$ cat config.mk
export PLATFORM = sky130hd
export DESIGN_NAME = dagu
export DESIGN_NICKNAME = d
export VERILOG_FILES = /design/src/rtl/dagu.sv
export SDC_FILE = /design/constraint.sdc
export NUM_CORES = 1
export LEC_CHECK = 0
export ABC_AREA = 1
export CAP_MARGIN = 20
export CORE_ASPECT_RATIO = 1.5
export CORE_MARGIN = 5
export CORE_UTILIZATION = 30
export CTS_BUF_LIST = sky130_fd_sc_hd__clkbuf_8
export DETAILED_ROUTE_END_ITERATION = 7
export GPL_TIMING_DRIVEN = 0
export SLEW_MARGIN = 20
export SYNTH_ARGS = -nofsm -noshare
export SYNTH_HDL_FRONTEND = slang
export SYNTH_SLANG_ARGS = --single-unit
export TNS_END_PERCENT = 1
$ cat constraint.sdc
create_clock -name clk -period 0.85 [get_ports clk]
set_input_delay 0.17 -clock clk [delete_from_list [all_inputs] [get_ports clk]]
set_output_delay 0.17 -clock clk [all_outputs]
set_load 0.05 [all_outputs]
$ cat src/rtl/dagu.sv
module dagu #(
  parameter int AW     = 16,
  parameter int DISP_W = 6,
  parameter int PBASE  = 26
) (
  input  logic              clk,
  input  logic              rst_n,
  input  logic              req_valid,
  input  logic [2:0]        mode,
  input  logic [1:0]        ptr_sel,
  input  logic [DISP_W-1:0] disp,
  input  logic [AW-1:0]     dir_addr,
  output logic [4:0]        ptr_idx,
  input  logic [AW/2-1:0]   ptr_lo,
  input  logic [AW/2-1:0]   ptr_hi,
  output logic              out_valid,
  output logic [AW-1:0]     ea,
  output logic              wb_en,
  output logic [4:0]        wb_idx,
  output logic [AW-1:0]     wb_data,
  output logic              illegal
);
  localparam logic [AW-1:0] ONE = AW'(1);

  logic [AW-1:0] ptr, n_ea, n_wb;
  logic          uses_ptr, bad, n_wen;

  assign ptr      = {ptr_hi, ptr_lo};
  assign ptr_idx  = 5'(PBASE) + 5'({ptr_sel, 1'b0});
  assign uses_ptr = (mode >= 3'd1) && (mode <= 3'd4);
  assign bad      = (mode > 3'd4) || (uses_ptr && ptr_sel == 2'd3) ||
                    (mode == 3'd2 && ptr_sel == 2'd0);

  always_comb begin
    n_ea  = '0;
    n_wb  = wb_data;
    n_wen = 1'b0;
    if (!bad) begin
      case (mode)
        3'd0: n_ea = dir_addr;
        3'd1: n_ea = ptr;
        3'd2: n_ea = ptr + AW'(disp);
        3'd3: begin n_ea = ptr - ONE; n_wb = ptr - ONE; n_wen = 1'b1; end
        3'd4: begin n_ea = ptr;       n_wb = ptr + ONE; n_wen = 1'b1; end
        default: n_ea = '0;
      endcase
    end
  end

  always_ff @(posedge clk or negedge rst_n) begin
    if (!rst_n) begin
      out_valid <= 1'b0;
      ea        <= '0;
      wb_en     <= 1'b0;
      wb_idx    <= '0;
      wb_data   <= '0;
      illegal   <= 1'b0;
    end else begin
      out_valid <= req_valid;
      wb_en     <= req_valid && n_wen;
      if (req_valid) begin
        ea      <= n_ea;
        wb_data <= n_wb;
        wb_idx  <= ptr_idx;
        illegal <= bad;
      end
    end
  end
endmodule


==> flow_metrics.tcl <==
set metrics [dict create \
    status "complete, but fails checks" \
    violations "negative setup slack" \
    place_hpwl_um 9750 \
    max_cap_violations 0 \
    seq_area_frac_synth_pct 28.6 \
    vias_per_cell 4.86 \
    worst_slack_ns -0.427 \
    min_from "ptr_sel[0]" \
    area_growth_pct 56.2 \
    vdd.ir_drop.worst_v 0.000643 \
    final_net_count 711 \
    gp_congestion 0.927 \
    antenna_found_initial 0 \
    vias 3895 \
    overflow 0 \
    finalInstanceArea_um2 5200 \
    grt_max_degree 30 \
    drive_above_1_share_pct 35.4 \
    p_leak_nw 2.52 \
    yosys-top-cells-area "dfrtp_1, nand2_1, nand3_1" \
    synth_xor_area_share_pct 2.63 \
    synth_top_cell_area_share_pct 28.6 \
    yosysWarnings 0 \
    cts.sinks 38 \
    finalCriticalPeriod_ns 1.28 \
    grt.total_usage_pct 19.6 \
    clk_path_buf_depth 2 \
    syn_inst 537 \
    nFillCells 1170 \
    synth_seq_cells 38 \
    synth_cell_types 40 \
    worstPathMaxFanout 4 \
    dpl_worst_slack_ns -1.60 \
    cts_tree "yes" \
    worstSetupStartpointType "primary input" \
    reg2reg_from "illegal" \
    endpoint_kind "flip-flop" \
    synth-edff-count 0 \
    cts-root-buf "clkbuf_8" \
    dieWidth_um 96.0 \
    placementRows 47 \
    die_y_um 139 \
    ff2ff_setup_slack_ns 0.14 \
    hold_depth 2 \
    clk_latency_ns 0.30 \
    synthAdderAreaFrac_pct 4.36 \
    fin_setup_tns_ns -18.63 \
    hold_end "wb_idx[1]" \
    hold_class "in2reg" \
    synth-simple-area-share_pct 42.3 \
    p_total_mw 7.50 \
    totalWireLength_um 12800 \
    place_area_um2 4390 \
    core_um2 10900 \
    max_freq_mhz 783 \
    final_max_slew_viol_count 0 \
    avgSynthCellArea_um2 6.20 \
    synth-compound-area-share_pct 10.8 \
    grt_pass1_wl_um 20100 \
    io_pins 91 \
    port_buffers 83 \
    synth-main-ff-cell "dfrtp_1" \
    n_antenna_cell 0 \
    synth_mux_area_share_pct 0 \
    fin_skew_ns 0 \
    synth_top_family_by_area "simple AND/OR/NAND/NOR gates" \
    finalHoldViolations 0 \
    h-tree-depth 2 \
    ant_nets 0 \
    cts_buffers 5 \
    synth_top_cell_by_area "dfrtp_1" \
    rsz0062_at_grt "yes" \
    route.detailed.wl_per_inst_um 16.0 \
    finalCritPeriodShare_pct 150 \
    remaining_drc_errors 0 \
    synthArstFlopShare_pct 100 \
    rr_worst_depth 2 \
    powerDensity_nw_per_um2 1440 \
    drt_iter0_drc 233 \
    grt_pass1_vias 3879 \
    crit_type "in2reg" \
    dieArea_um2 13300 \
    setup_viol 75 \
    drtPass1Iterations 5 \
    clk_pin_slew_worst_paths_ns 0.08 \
    required_ns 1.05 \
    final_core_utilization_pct 47.5 \
    worstReg2RegEnd "illegal" \
    synthesis.area_um2 3330 \
    cp_data_arrival_time_ns 1.47 \
    initial_core_util_pct 30.4 \
]
[power by group]
part           internal, mW  total [mW]  leakage [nW]  switching [mW]
Sequential             2.12        2.32         0.479           0.205
Combinational          1.39        3.83          1.99            2.44
Clock                 0.652        1.35        0.0472           0.695
[worst max-delay path by stage]
stage / start / to / slack (ns) / cells after the start
floorplan: disp[0] / ea[12] / -0.57 / 13
global placement: ptr_lo[5] / ea[6] / -1.58 / 8
detailed placement: ptr_lo[5] / ea[6] / -1.60 / 8
CTS: ptr_lo[0] / ea[12] / -0.43 / 14
global route: ptr_lo[0] / ea[12] / -0.50 / 14
finish: ptr_lo[0] / ea[12] / -0.43 / 14
[per-stage QoR]
step | hold slack [ns] | cells
after floorplan | -0.126 | 538
after global placement | 0.456 | 768
after detailed placement | 0.0602 | 769
after CTS | 0.107 | 799
after global routing | 0.0877 | 802
final | 0.0910 | 802
[cell usage in the layout (no fill, tap or decap), types with 19 or more instances in the layout]
master,instances
nor2_1,28
inv_2,20
dfrtp_1,38
buf_6,38
nand2_2,19
buf_4,29
inv_1,36
nand3_1,47
nand2_1,181
[synthesized netlist by cell type (3+ instances only)]
cell type    n
ha_1        10
o21ai_0     20
nor2_2       4
nor2_1      42
nand2_1    205
inv_2        7
nand3_1     61
buf_4        4
a21oi_1     16
nand2_2      5
xor2_1      10
inv_1       53
o21ai_1     13
nor2_4       3
dfrtp_1     38
buf_2       12
o21a_1       6
[worst max-delay path, stage by stage]
cell and delay [ns]:
buf_12 0.08, ha_4 0.13, inv_2 0.04, fa_2 0.34, inv_2 0.09, nand3_2 0.08
nand3_4 0.11, nand2_4 0.07, nand2_4 0.07, nand3_2 0.07, nand3_2 0.07, nand2_1 0.05
nand2_1 0.05, nand2_1 0.05
[sequential cells by signal, indices dropped and copies added (netlist names)]
name and count:
ea 16, illegal 1, out_valid 1, wb_data 16, wb_en 1, wb_idx 3
[metal layers]
metal | global-route usage [%] | wire (um) | up-vias
met5 | 0 | 0 | -
met1 | 24.4 | 5110 | 1809
li1 | - | - | 1919
met2 | 33.3 | 6640 | 134
met3 | 1.74 | 553 | 33
met4 | 9.22 | 491 | 0
[what timing repair did]
action	CTS	global route
gates resized for setup	350	169
setup buffers	19	3
cloned	2	0
hold buffers	1	0
pin swaps	37	31
setup endpoints to repair	80	76
endpoints found under the hold margin	9	0
[logic make-up after synthesis]
logic type	after synthesis
other	1
AOI/OAI and AO/OA	63
adders and majority gates	11
xor gates and xnor gates	10
buffers and inverters	84
DFF	38
and+or+nand+nor	330
[cell type report]
cell class / count / area (um^2) / area share [%]
Buffer: 23 / 190 / 3.66
Clock buffer: 6 / 82.6 / 1.59
Clock inverter: 2 / 12.5 / 0.241
Inverter: 61 / 244 / 4.69
Multi-Input combinational cell: 416 / 2450 / 47.1
Sequential cell: 38 / 951 / 18.3
Tap cell: 147 / 184 / 3.54
Timing Repair Buffer: 109 / 1090 / 20.9
Note: power is estimated with default switching activity, not from simulation.
